## src/rtl/alc_pkg.sv

```systemverilog
package alc_pkg;

  localparam int GAIN_W = 6;
  localparam int CFG_AW = 2;
  localparam int CFG_DW = 16;
  localparam int THR_W  = CFG_DW - 1;

  typedef struct packed {
    logic             mode;
    logic [2:0]       floor_code;
    logic [GAIN_W-1:0] ceil_code;
    logic [3:0]       tgt_code;
    logic [3:0]       hld_code;
    logic [3:0]       dcy_code;
    logic [3:0]       atk_code;
    logic             gate_en;
    logic [THR_W-1:0] gate_thr;
  } alc_cfg_t;

  // strobe count of an attack or decay interval
  function automatic logic [31:0] step_interval(input logic [31:0] base,
                                                input logic [3:0]  code);
    return base << code;
  endfunction

  // hold length: zero for code 0, then doubling from base
  function automatic logic [31:0] hold_interval(input logic [31:0] base,
                                                input logic [3:0]  code);
    logic [3:0] sh;
    sh = code - 4'd1;
    return (code == 4'd0) ? 32'd0 : (base << sh);
  endfunction

  // target magnitude on a 1.5 dB ladder below full scale
  function automatic logic [31:0] target_mag(input logic [31:0] full,
                                             input logic [3:0]  code);
    logic [3:0]  k;
    logic [3:0]  n;
    logic [8:0]  mant;
    logic [47:0] prod;
    k = (code > 4'd14) ? 4'd14 : code;
    n = 4'd15 - k;
    case (n[1:0])
      2'd0:    mant = 9'd256;
      2'd1:    mant = 9'd215;
      2'd2:    mant = 9'd181;
      default: mant = 9'd152;
    endcase
    prod = 48'(full) * 48'(mant);
    prod = (prod >> 8) >> n[3:2];
    return prod[31:0];
  endfunction

  function automatic logic [GAIN_W-1:0] floor_gain(input logic [2:0] fc);
    return {fc, 3'b000};
  endfunction

  function automatic logic [GAIN_W-1:0] ceil_gain(input logic [GAIN_W-1:0] cc,
                                                  input logic [GAIN_W-1:0] lo);
    return (cc < lo) ? lo : cc;
  endfunction

  function automatic logic [GAIN_W-1:0] clamp_gain(input logic [GAIN_W-1:0] g,
                                                   input logic [GAIN_W-1:0] lo,
                                                   input logic [GAIN_W-1:0] hi);
    if (g < lo) return lo;
    if (g > hi) return hi;
    return g;
  endfunction

endpackage

```

## src/rtl/alc_cfg_regs.sv

```systemverilog
module alc_cfg_regs
  import alc_pkg::*;
(
  input  logic              clk,
  input  logic              rst_n,
  input  logic              cfg_we,
  input  logic [CFG_AW-1:0] cfg_addr,
  input  logic [CFG_DW-1:0] cfg_wdata,
  output alc_cfg_t          cfg
);

  alc_cfg_t cfg_q;

  always_ff @(posedge clk or negedge rst_n) begin
    if (!rst_n) begin
      cfg_q.mode       <= 1'b0;
      cfg_q.floor_code <= 3'd0;
      cfg_q.ceil_code  <= 6'd63;
      cfg_q.tgt_code   <= 4'd12;
      cfg_q.hld_code   <= 4'd0;
      cfg_q.dcy_code   <= 4'd3;
      cfg_q.atk_code   <= 4'd2;
      cfg_q.gate_en    <= 1'b0;
      cfg_q.gate_thr   <= '0;
    end else if (cfg_we) begin
      case (cfg_addr)
        2'd0: begin
          cfg_q.mode       <= cfg_wdata[0];
          cfg_q.floor_code <= cfg_wdata[3:1];
          cfg_q.ceil_code  <= cfg_wdata[9:4];
        end
        2'd1: begin
          cfg_q.tgt_code <= cfg_wdata[3:0];
          cfg_q.hld_code <= cfg_wdata[7:4];
          cfg_q.dcy_code <= cfg_wdata[11:8];
          cfg_q.atk_code <= cfg_wdata[15:12];
        end
        2'd2: begin
          cfg_q.gate_thr <= cfg_wdata[THR_W-1:0];
          cfg_q.gate_en  <= cfg_wdata[CFG_DW-1];
        end
        default: ;
      endcase
    end
  end

  assign cfg = cfg_q;

endmodule

```

## src/rtl/alc_peak_det.sv

```systemverilog
module alc_peak_det #(
  parameter int SAMPLE_W = 16
) (
  input  logic                clk,
  input  logic                rst_n,
  input  logic                take,
  input  logic [SAMPLE_W-1:0] smp_data,
  input  logic                clr,
  output logic [SAMPLE_W-2:0] peak_now
);

  localparam int MAG_W = SAMPLE_W - 1;

  logic [SAMPLE_W-1:0] neg_s;
  logic [SAMPLE_W-1:0] abs_s;
  logic [MAG_W-1:0]    mag;
  logic [MAG_W-1:0]    peak_q;

  always_comb begin
    neg_s = -smp_data;
    abs_s = smp_data[SAMPLE_W-1] ? neg_s : smp_data;
    mag   = abs_s[SAMPLE_W-1] ? {MAG_W{1'b1}} : abs_s[MAG_W-1:0];
  end

  assign peak_now = (mag > peak_q) ? mag : peak_q;

  always_ff @(posedge clk or negedge rst_n) begin
    if (!rst_n)    peak_q <= '0;
    else if (take) peak_q <= clr ? '0 : peak_now;
  end


  peak_clear_chk: assert property (@(posedge clk) disable iff (!rst_n)
    (take && clr) |=> (peak_q == '0));


  peak_grow_chk: assert property (@(posedge clk) disable iff (!rst_n)
    (take && !clr) |=> (peak_q >= $past(peak_q)));

endmodule

```

## src/rtl/alc_interval_ctr.sv

```systemverilog
module alc_interval_ctr #(
  parameter int CNT_W   = 24,
  parameter bit RESTART = 1'b1
) (
  input  logic             clk,
  input  logic             rst_n,
  input  logic             clr,
  input  logic             adv,
  input  logic [CNT_W-1:0] limit,
  output logic             hit
);

  logic [CNT_W-1:0] cnt_q;
  logic [CNT_W:0]   cnt_inc;

  assign cnt_inc = {1'b0, cnt_q} + {{CNT_W{1'b0}}, 1'b1};

  generate
    if (RESTART) begin : g_restart
      // fires on the strobe that completes the interval, then restarts
      assign hit = adv && (cnt_inc >= {1'b0, limit});
      always_ff @(posedge clk or negedge rst_n) begin
        if (!rst_n)   cnt_q <= '0;
        else if (clr) cnt_q <= '0;
        else if (adv) cnt_q <= hit ? '0 : cnt_inc[CNT_W-1:0];
      end
    end else begin : g_saturate
      // reports that the count has reached its limit; stays there
      assign hit = (cnt_q >= limit);
      always_ff @(posedge clk or negedge rst_n) begin
        if (!rst_n)   cnt_q <= '0;
        else if (clr) cnt_q <= '0;
        else if (adv && !hit) cnt_q <= cnt_inc[CNT_W-1:0];
      end
    end
  endgenerate


  ctr_clear_chk: assert property (@(posedge clk) disable iff (!rst_n)
    clr |=> (cnt_q == '0));

endmodule

```

## src/rtl/alc_gain_engine.sv

```systemverilog
module alc_gain_engine
  import alc_pkg::*;
#(
  parameter int SAMPLE_W = 16,
  parameter int CNT_W    = 24,
  parameter int ATK_BASE = 2,
  parameter int DCY_BASE = 4,
  parameter int HLD_BASE = 4
) (
  input  logic                clk,
  input  logic                rst_n,
  input  logic                cfg_we,
  input  logic [1:0]          cfg_addr,
  input  logic [15:0]         cfg_wdata,
  input  logic                smp_vld,
  input  logic [SAMPLE_W-1:0] smp_data,
  output logic [5:0]          gain_code,
  output logic                gain_upd
);

  localparam int          MAG_W    = SAMPLE_W - 1;
  localparam int          MAX_MAG  = (1 << MAG_W) - 1;
  localparam logic [5:0]  GAIN_RST = 6'd16;

  alc_cfg_t cfg;

  alc_cfg_regs u_regs (
    .clk      (clk),
    .rst_n    (rst_n),
    .cfg_we   (cfg_we),
    .cfg_addr (cfg_addr),
    .cfg_wdata(cfg_wdata),
    .cfg      (cfg)
  );

  // mode tracking: a change clears the timers and drops that strobe
  logic mode_q;
  logic mode_chg;
  logic live;

  assign mode_chg = (cfg.mode != mode_q);
  assign live     = smp_vld && !mode_chg;

  always_ff @(posedge clk or negedge rst_n) begin
    if (!rst_n) mode_q <= 1'b0;
    else        mode_q <= cfg.mode;
  end

  // peak tracking
  logic [MAG_W-1:0] peak_now;
  logic             step_dn;
  logic             step_up;

  alc_peak_det #(.SAMPLE_W(SAMPLE_W)) u_peak (
    .clk     (clk),
    .rst_n   (rst_n),
    .take    (live),
    .smp_data(smp_data),
    .clr     (step_dn || step_up),
    .peak_now(peak_now)
  );

  // level decisions
  logic [31:0] tgt_mag;
  logic [31:0] peak_w;
  logic        over_evt;
  logic        under_evt;
  logic        gated_evt;
  logic        hold_done;

  assign tgt_mag   = target_mag(32'(MAX_MAG), cfg.tgt_code);
  assign peak_w    = 32'(peak_now);
  assign over_evt  = live && (peak_w > tgt_mag);
  assign under_evt = live && !(peak_w > tgt_mag);
  assign gated_evt = under_evt && !cfg.mode && cfg.gate_en &&
                     (peak_w < 32'(cfg.gate_thr));

  // timer controls
  logic atk_adv, atk_clr;
  logic hold_adv, hold_clr;
  logic dcy_adv, dcy_clr;

  assign atk_adv  = over_evt;
  assign atk_clr  = mode_chg || under_evt;
  assign hold_adv = under_evt && !cfg.mode && !gated_evt && !hold_done;
  assign hold_clr = mode_chg || over_evt || gated_evt || (under_evt && cfg.mode);
  assign dcy_adv  = under_evt && !gated_evt && (cfg.mode || hold_done);
  assign dcy_clr  = mode_chg || over_evt || gated_evt ||
                    (under_evt && !cfg.mode && !hold_done);

  logic [CNT_W-1:0] atk_lim;
  logic [CNT_W-1:0] dcy_lim;
  logic [CNT_W-1:0] hold_lim;

  assign atk_lim  = CNT_W'(step_interval(32'(ATK_BASE), cfg.atk_code));
  assign dcy_lim  = CNT_W'(step_interval(32'(DCY_BASE), cfg.dcy_code));
  assign hold_lim = CNT_W'(hold_interval(32'(HLD_BASE), cfg.hld_code));

  alc_interval_ctr #(.CNT_W(CNT_W), .RESTART(1'b1)) u_atk (
    .clk(clk), .rst_n(rst_n), .clr(atk_clr), .adv(atk_adv),
    .limit(atk_lim), .hit(step_dn)
  );

  alc_interval_ctr #(.CNT_W(CNT_W), .RESTART(1'b1)) u_dcy (
    .clk(clk), .rst_n(rst_n), .clr(dcy_clr), .adv(dcy_adv),
    .limit(dcy_lim), .hit(step_up)
  );

  alc_interval_ctr #(.CNT_W(CNT_W), .RESTART(1'b0)) u_hold (
    .clk(clk), .rst_n(rst_n), .clr(hold_clr), .adv(hold_adv),
    .limit(hold_lim), .hit(hold_done)
  );

  // gain register
  logic [5:0] gain_q;
  logic [5:0] lo_g;
  logic [5:0] hi_g;
  logic [5:0] gain_step;
  logic [5:0] gain_d;
  logic       clamp_act;
  logic       upd_q;

  assign lo_g = floor_gain(cfg.floor_code);
  assign hi_g = ceil_gain(cfg.ceil_code, lo_g);

  always_comb begin
    gain_step = gain_q;
    if (step_dn && (gain_q > lo_g))      gain_step = gain_q - 6'd1;
    else if (step_up && (gain_q < hi_g)) gain_step = gain_q + 6'd1;
  end

  assign gain_d    = clamp_gain(gain_step, lo_g, hi_g);
  assign clamp_act = (gain_step < lo_g) || (gain_step > hi_g);

  always_ff @(posedge clk or negedge rst_n) begin
    if (!rst_n) begin
      gain_q <= GAIN_RST;
      upd_q  <= 1'b0;
    end else begin
      gain_q <= gain_d;
      upd_q  <= (gain_d != gain_q);
    end
  end

  assign gain_code = gain_q;
  assign gain_upd  = upd_q;


  gain_bounds_chk: assert property (@(posedge clk) disable iff (!rst_n)
    (gain_code >= $past(lo_g)) && (gain_code <= $past(hi_g)));


  single_step_chk: assert property (@(posedge clk) disable iff (!rst_n)
    !clamp_act |=> ((gain_code == $past(gain_code)) ||
                    (gain_code == $past(gain_code) + 6'd1) ||
                    (gain_code == $past(gain_code) - 6'd1)));


  upd_pulse_chk: assert property (@(posedge clk) disable iff (!rst_n)
    ##1 (gain_upd == (gain_code != $past(gain_code))));


  attack_dir_chk: assert property (@(posedge clk) disable iff (!rst_n)
    (over_evt && !clamp_act) |=> (gain_code <= $past(gain_code)));


  hold_block_chk: assert property (@(posedge clk) disable iff (!rst_n)
    (hold_adv && !clamp_act) |=> (gain_code <= $past(gain_code)));


  gate_freeze_chk: assert property (@(posedge clk) disable iff (!rst_n)
    (gated_evt && !clamp_act) |=> (gain_code <= $past(gain_code)));


  mode_hold_chk: assert property (@(posedge clk) disable iff (!rst_n)
    (mode_chg && !clamp_act) |=> $stable(gain_code));


  idle_chk: assert property (@(posedge clk) disable iff (!rst_n)
    (!smp_vld && !clamp_act) |=> $stable(gain_code));

endmodule

```

## config.mk

```make
export PLATFORM = sky130hd
export DESIGN_NAME = alc_gain_engine
export DESIGN_NICKNAME = d
export VERILOG_FILES = /design/src/rtl/alc_pkg.sv /design/src/rtl/alc_cfg_regs.sv /design/src/rtl/alc_peak_det.sv /design/src/rtl/alc_interval_ctr.sv /design/src/rtl/alc_gain_engine.sv
export SDC_FILE = /design/constraint.sdc
export NUM_CORES = 1
export LEC_CHECK = 0
export BUFFER_PORTS_ARGS = -buffer_cell sky130_fd_sc_hd__buf_2
export CAP_MARGIN = 0
export CORE_ASPECT_RATIO = 1.2
export CORE_UTILIZATION = 65
export CTS_CLUSTER_DIAMETER = 200
export DETAILED_ROUTE_END_ITERATION = 16
export PLACE_DENSITY = 0.93
export SYNTH_ARGS = -nofsm -noshare
export SYNTH_HDL_FRONTEND = slang
export SYNTH_HIERARCHICAL = 1
export SYNTH_SLANG_ARGS = --single-unit
```

## constraint.sdc

```tcl
create_clock -name clk -period 19.64 [get_ports clk]
set_clock_uncertainty 0.2 [all_clocks]
set_input_delay 3.928 -clock clk [delete_from_list [all_inputs] [get_ports clk]]
set_output_delay 3.928 -clock clk [all_outputs]
set_load 0.1 [all_outputs]
```

Word level (Yosys, flattened, before mapping)
Cells that the tools add are included.
Word-level totals
  register bits: 137
  input port bits: 38
  output and inout port bits: 7
  word-level logic and storage cells: 110
Cells by class
  add/sub/neg operators: 8
  multiply operators: 1
  $lt $le $gt $ge: 12
  equality and inequality tests: 6
  shifts and indexed selects: 4
  muxes and demuxes: 25
  reductions and logical operators: 38
Operator list (count)
  two-way mux 24 bit: 9
  adder 24 x 1 -> 25 bit, second input constant: 2
  >= comparator 25 x 24 -> 1 bit: 2
  << shifter 3 x 4 -> 24 bit, first input constant: 2
  two-way mux 15 bit: 3
  two-way mux 6 bit: 7
  > comparator 15 x 32 -> 1 bit: 1
  right shift 16 x 2 -> 32 bit: 1
  case mux 9 bit (3 select lines): 1
  adder 24 x 1 -> 24 bit, second input constant: 1
  >= comparator 24 bit: 1
  multiplier 15 x 9 -> 24 bit, first input constant: 1
  << shifter 2 x 4 -> 24 bit, first input constant: 1
  less-than comparator 6 bit: 3
  logical AND 1 bit: 17
  two-way mux 16 bit: 1
  negator 16 bit: 1
  > comparator 15 bit: 1
  less-than comparator 15 bit: 1
  > comparator 6 bit: 2
  logical OR 1 bit: 7
  adder 6 x 1 -> 6 bit, second input constant: 1
  != test 6 bit: 1
  AND reduction 2 bit: 3
  other kinds (13): 24

Logic depth before layout (Yosys ltp)
  depth in word-level cells: 26
  mapped depth: 44
  gate-level depth less buffers: 40

Cells and area by module
The synthesis kept the hierarchy.
Modules (own cells, without submodules)
  alc_gain_engine: instances 1, cells each 400, area an instance 2813.9 um^2, sequential area each 201.4 um^2
  alc_interval_ctr at u_atk: instances 1, cells each 270, area an instance 2183.3 um^2, sequential area each 600.6 um^2
  alc_interval_ctr at u_hold: instances 1, cells each 249, area an instance 2112.0 um^2, sequential area each 600.6 um^2
  alc_interval_ctr at u_dcy: instances 1, cells each 222, area an instance 2001.9 um^2, sequential area each 600.6 um^2
  alc_cfg_regs: instances 1, cells each 90, area an instance 1699.1 um^2, sequential area each 1064.8 um^2
  alc_peak_det: instances 1, cells each 178, area an instance 1630.3 um^2, sequential area each 375.4 um^2

Least setup slack after synthesis
No wires, ideal clock.
  kind: in2reg
  from: input smp_data[9]
  to: register upd_q (netlist: gain_upd)
  setup time: 0.142 ns
  arrival time: 11.457 ns
  required time: 19.298 ns
  slack: 7.841 ns
  cell stages on the path: 37
  path buffers: 2
  cells stage by stage: or4_4 -> or4_4 -> o311a_1 -> a21oi_2 -> ha_1 -> nand4_1 -> o21bai_1 -> or3_1 -> o21a_1 -> clkbuf_8 -> mux2_2 -> ha_1 -> nor2b_1 -> o21a_1 -> o21a_1 -> o21a_1 -> o21a_1 -> o21ai_0 -> a21oi_1 -> nand2b_1 -> nor3b_1 -> inv_1 -> a41oi_1 -> nand3b_1 -> nor4_1 -> a31oi_1 -> xnor2_1 -> ha_1 -> nand2_1 -> nand3b_1 -> or2_2 -> o41ai_2 -> nor2_1 -> buf_2 -> a21boi_0 -> nor3_1 -> nand4_1
On the way
  cells in the longest elaborated chain, start to end: 24
  elaborated cells between the ends (all ways): 31
  those cells by class: add/sub (1); order compare (5); eq/ne (1); mux (11); reduce/logical (13)
RTL lines
  from (decl): RTL line alc_gain_engine.sv:16  | input logic [SAMPLE_W-1:0] smp_data,
  negator 16 bit: RTL line alc_peak_det.sv:20  | neg_s = -smp_data;
  two-way mux 16 bit *: RTL line alc_peak_det.sv:21  | abs_s = smp_data[SAMPLE_W-1] ? neg_s : smp_data;
  two-way mux 15 bit *: RTL line alc_peak_det.sv:22  | mag = abs_s[SAMPLE_W-1] ? {MAG_W{1'b1}} : abs_s[MAG_W-1:0];
  > comparator 15 bit: RTL line alc_peak_det.sv:25  | assign peak_now = (mag > peak_q) ? mag : peak_q;
  two-way mux 15 bit *: RTL line alc_peak_det.sv:25
  named net peak_now[1]: RTL line alc_gain_engine.sv:50  | logic [MAG_W-1:0] peak_now;
  > comparator 15 x 32 -> 1 bit: RTL line alc_gain_engine.sv:74  | assign under_evt = live && !(peak_w > tgt_mag);
  logical NOT 1 bit: RTL line alc_gain_engine.sv:74
  [... 7 more ...]
  named net dcy_adv: RTL line alc_gain_engine.sv:81  | logic dcy_adv, dcy_clr;
  [... 1 more ...]
  named net step_up: RTL line alc_gain_engine.sv:52  | logic step_up;
  logical AND 1 bit *: RTL line alc_gain_engine.sv:129  | else if (step_up && (gain_q < hi_g)) gain_step = gain_q + 6'd1;
  two-way mux 6 bit *: RTL line alc_gain_engine.sv:129
  two-way mux 6 bit *: RTL line alc_gain_engine.sv:128  | if (step_dn && (gain_q > lo_g)) gain_step = gain_q - 6'd1;
  > comparator 6 bit
  two-way mux 1 bit (2 in series): RTL line alc_pkg.sv:67  | if (g > hi) return hi;
  two-way mux 6 bit: RTL line alc_pkg.sv:68  | return g;
  two-way mux 6 bit *: RTL line alc_pkg.sv:67
  != test 6 bit *: RTL line alc_gain_engine.sv:141  | upd_q <= (gain_d != gain_q);
  to (signal assigned): RTL line alc_gain_engine.sv:141
  to (decl): RTL line alc_gain_engine.sv:121  | logic upd_q;
The timed path passes the listed nets; every way through them passes the cells marked *. The select of a mux whose other input is x is not followed.
A chain may end at the register's enable or synchronous reset.

Worst setup path in the final report
Ends and elaborated chain as after synthesis.

==> impl_metrics.ini <==
[outcome]
run_status = finished, final reports clean

[finish]
design_area_sq_mm = 0.0135
synthesis_to_layout_area_growth_pct = 8.18
drive_above_1_share = 0.143
final_core_utilization = 0.716
fin_nets = 1647
finalNonFillerCells = 1730

[synth]
synthesized_instance_count = 1409
seq_area_frac_synth = 0.277
synth_area_per_cell_sq_um = 8.83
ys_async_sr_fraction = 1.00
synth.ff_latch_count = 137
synth_edf_count = 0
synthesis_warning_total = 6
ys_dominant_reg_cell = sky130_fd_sc_hd__dfrtp_1
yosysUniqueCellTypes = 106
syn_area_sq_mm = 0.0124

[grt]
peak_usage_layer_in_the_global_routing_report = met2
grt.met1_usage = 0.376
first_global_vias = 11160
global_route_wire_length_before_repair_um = 51300
grt_max_degree = 73
overall_global_routing_usage = 0.322
global_route.overflow_total = 0
met2_usage = 0.564
grt_util_met3 = 0.0536
number_of_antenna_violations_at_the_first_check_in_global_routing = 1

[sta]
finalHoldWorstSlack_ns = 0.307
rsz0062_at_grt = false
final_hold_fails = 0
slew-limit-headroom = 0.143
timing.final.setup_violations = 0
maxSlewViolCount = 0
post-route-period-util = 0.706
worstMarginPinSlew_ns = 1.29
totalNegativeSetupSlack_ns = 0
final.min_clock_period_ns = 13.87
max_freq_mhz = 72.1

[power]
pwr_density_cell_mw_per_mm2 = 101
vdd.ir_drop.worst_mv = 0.125
power_leakage_nw = 6.27

[placed_design]
half_perimeter_wire_length_of_the_detailed_placement_result_um = 21600
gp_congestion = 0.957
detailed_place.area_sq_mm = 0.0129
placed_cells = 1697
port-buffer-count = 44

[worst_setup_path]
slowest_delay_ns = 0.91
critical_path.endpoint_type = register
critPathMostFrequentCell = sky130_fd_sc_hd__o21a_1
startpoint_type = primary input
critical_path_peak_fanout = 24
worstSetupPathType = in -> reg
critPathRequiredTime_ns = 19.74
timing.critical_path.arrival_ns = 13.97
cpMaxStageDelayCell = sky130_fd_sc_hd__o21ai_0

[flow_run]
timing.max_cap.violations = 0

[route]
dr.pass1.iters = 6
detail_route.drc_violations = 0
antenna_violating_nets_post_route = 0
first_iter_violations = 957
route.detailed.wl_per_inst_um = 17.5
route.detailed.vias_per_inst = 6.39
finalWirelength_um = 30300
route.vias.total = 11055

[floorplan]
core-area_sq_mm = 0.0188
top_level_ports = 45
die_area_sq_mm = 0.0197
die-height_um = 154
die-width_um = 128
initial_core_util = 0.662
floorplan.rows = 55

[clock_network]
htreeDepth = 4
clock_latency_ns = 0.43
number_of_cts_inserted_buffers = 17
tritoncts = yes
clock_path_buffers = 2
post_cts_hold_buffer_count = 0
cts.repair_timing.setup_buffer_count = 0
root_driver = sky130_fd_sc_hd__clkbuf_16
clkTransAtPathRegs_ns = 0.06
clock_sink_count = 137
postCtsResizedCells = 0

[worst_hold_path]
timing.hold.worst.class = reg -> reg
==> metal layers <==
metal | vias up | wire, um
met2 | 460 | 15400
met5 | - | 0
met3 | 107 | 1770
met1 | 5348 | 12000
met4 | 0 | 1160
li1 | 5140 | -
==> cell usage after synthesis, types with 20 or more instances <==
cell type | n | area [sq um]
sky130_fd_sc_hd__nand2_1 | 117 | 439
sky130_fd_sc_hd__mux2_4 | 20 | 300
sky130_fd_sc_hd__xnor2_1 | 26 | 228
sky130_fd_sc_hd__nor2_1 | 107 | 402
sky130_fd_sc_hd__nand3_1 | 33 | 165
sky130_fd_sc_hd__nand4_1 | 30 | 188
sky130_fd_sc_hd__o31ai_1 | 22 | 165
sky130_fd_sc_hd__dfrtp_1 | 125 | 3130
sky130_fd_sc_hd__inv_1 | 154 | 578
sky130_fd_sc_hd__nor2b_1 | 24 | 150
sky130_fd_sc_hd__ha_1 | 149 | 1860
sky130_fd_sc_hd__a21oi_1 | 60 | 300
sky130_fd_sc_hd__o21ai_0 | 39 | 195
sky130_fd_sc_hd__xor2_1 | 32 | 280
sky130_fd_sc_hd__mux2_2 | 45 | 507
sky130_fd_sc_hd__nand2b_1 | 31 | 194
sky130_fd_sc_hd__a22o_1 | 21 | 184
sky130_fd_sc_hd__nor3_1 | 39 | 195
==> through the flow <==
stage	power (mW)	worst slack (ns)
after floorplan	0.873	7.84
after global placement	0.974	6.08
after detailed placement	1.01	5.76
after CTS	1.35	6.01
after global routing	1.45	5.04
final	1.36	5.77
==> where the power goes <==
group          leakage [nW]  internal, mW  switching [mW]
Combinational          4.21         0.254           0.398
Sequential             1.77         0.326          0.0546
Clock                 0.291         0.200           0.131
==> state kept, by name, summed over array words and instances (netlist names) <==
name	count
mode_q	1
u_dcy/cnt_q	24
u_regs/cfg	42
u_atk/cnt_q	24
gain_upd	1
gain_code	6
u_peak/peak_q	15
u_hold/cnt_q	24
==> worst max-delay path: cells and delay by family <==
| family | cells | cell delay, ns |
|---|---|---|
| multiplexers | 1 | 0.44 |
| AND/OR/NAND/NOR | 14 | 4.11 |
| AO/OA/AOI/OAI | 17 | 4.42 |
| buffers and inverters | 3 | 0.32 |
| adder cells (fa/ha/maj) | 3 | 0.75 |
==> cell families after synthesis <==
| family | after synthesis | synth area share |
|---|---|---|
| AOI/OAI and AO/OA | 279 | 0.164 |
| xor gates and xnor gates | 58 | 0.0408 |
| and+or+nand+nor | 505 | 0.221 |
| buffers and inverters | 198 | 0.0692 |
| muxes | 81 | 0.0777 |
| DFF | 137 | 0.277 |
| adders and majority gates | 149 | 0.150 |
| other | 2 | 0.000604 |
==> cell type report <==
cell class                      instances  area, sq um
Antenna cell                            1         2.50
Clock buffer                           18          429
Clock inverter                         14          173
Fill cell                            1290         5330
Inverter                              154          578
Multi-Input combinational cell       1100         8240
Sequential cell                       137         3440
Tap cell                              256          320
Timing Repair Buffer                   50          272
==> placed cells by master, fill, tap and decap left out, types with 8 or more instances in the layout <==
master,instances
sky130_fd_sc_hd__o211ai_1,9
sky130_fd_sc_hd__nor3_1,39
sky130_fd_sc_hd__o2bb2ai_1,8
sky130_fd_sc_hd__dfrtp_1,125
sky130_fd_sc_hd__o31ai_1,22
sky130_fd_sc_hd__and2_1,15
sky130_fd_sc_hd__mux2i_1,16
sky130_fd_sc_hd__mux2_4,20
sky130_fd_sc_hd__nor2_1,107
sky130_fd_sc_hd__clkbuf_16,17
sky130_fd_sc_hd__o21a_1,11
sky130_fd_sc_hd__dfstp_2,12
sky130_fd_sc_hd__nand4_1,30
sky130_fd_sc_hd__or3_1,10
sky130_fd_sc_hd__a22o_1,21
sky130_fd_sc_hd__nand2b_1,31
sky130_fd_sc_hd__xnor2_1,26
sky130_fd_sc_hd__conb_1,28
sky130_fd_sc_hd__mux2_2,45
sky130_fd_sc_hd__a21o_1,17
sky130_fd_sc_hd__a32o_1,9
sky130_fd_sc_hd__and3_1,13
sky130_fd_sc_hd__nor4_1,16
sky130_fd_sc_hd__inv_1,154
sky130_fd_sc_hd__buf_2,43
sky130_fd_sc_hd__a211oi_1,13
sky130_fd_sc_hd__nand3_1,33
sky130_fd_sc_hd__ha_1,149
sky130_fd_sc_hd__o21ai_0,39
sky130_fd_sc_hd__a21oi_1,60
sky130_fd_sc_hd__xor2_1,32
sky130_fd_sc_hd__nand2_1,117
sky130_fd_sc_hd__nor2b_1,24
==> path summary, 6_finish.rpt <==
path / startpoint / endpoint / slack, ns / cells after the start
worst max-delay path: smp_data[9] / gain_upd$_DFF_PN0_ / 5.77 / 38
worst min-delay path: u_peak/peak_q[4]$_DFFE_PN0P_ / u_peak/peak_q[4]$_DFFE_PN0P_ / 0.31 / 1
worst max register to register: u_peak/peak_q[12]$_DFFE_PN0P_ / gain_upd$_DFF_PN0_ / 10.56 / 33
worst min register to register: u_peak/peak_q[4]$_DFFE_PN0P_ / u_peak/peak_q[4]$_DFFE_PN0P_ / 0.31 / 1
max in group asynchronous: rst_n / u_hold/cnt_q[1]$_DFFE_PN0P_ / 14.58 / 2
min in group asynchronous: rst_n / u_peak/peak_q[2]$_DFFE_PN0P_ / 3.32 / 1
Power figures use the tool's default switching activity.
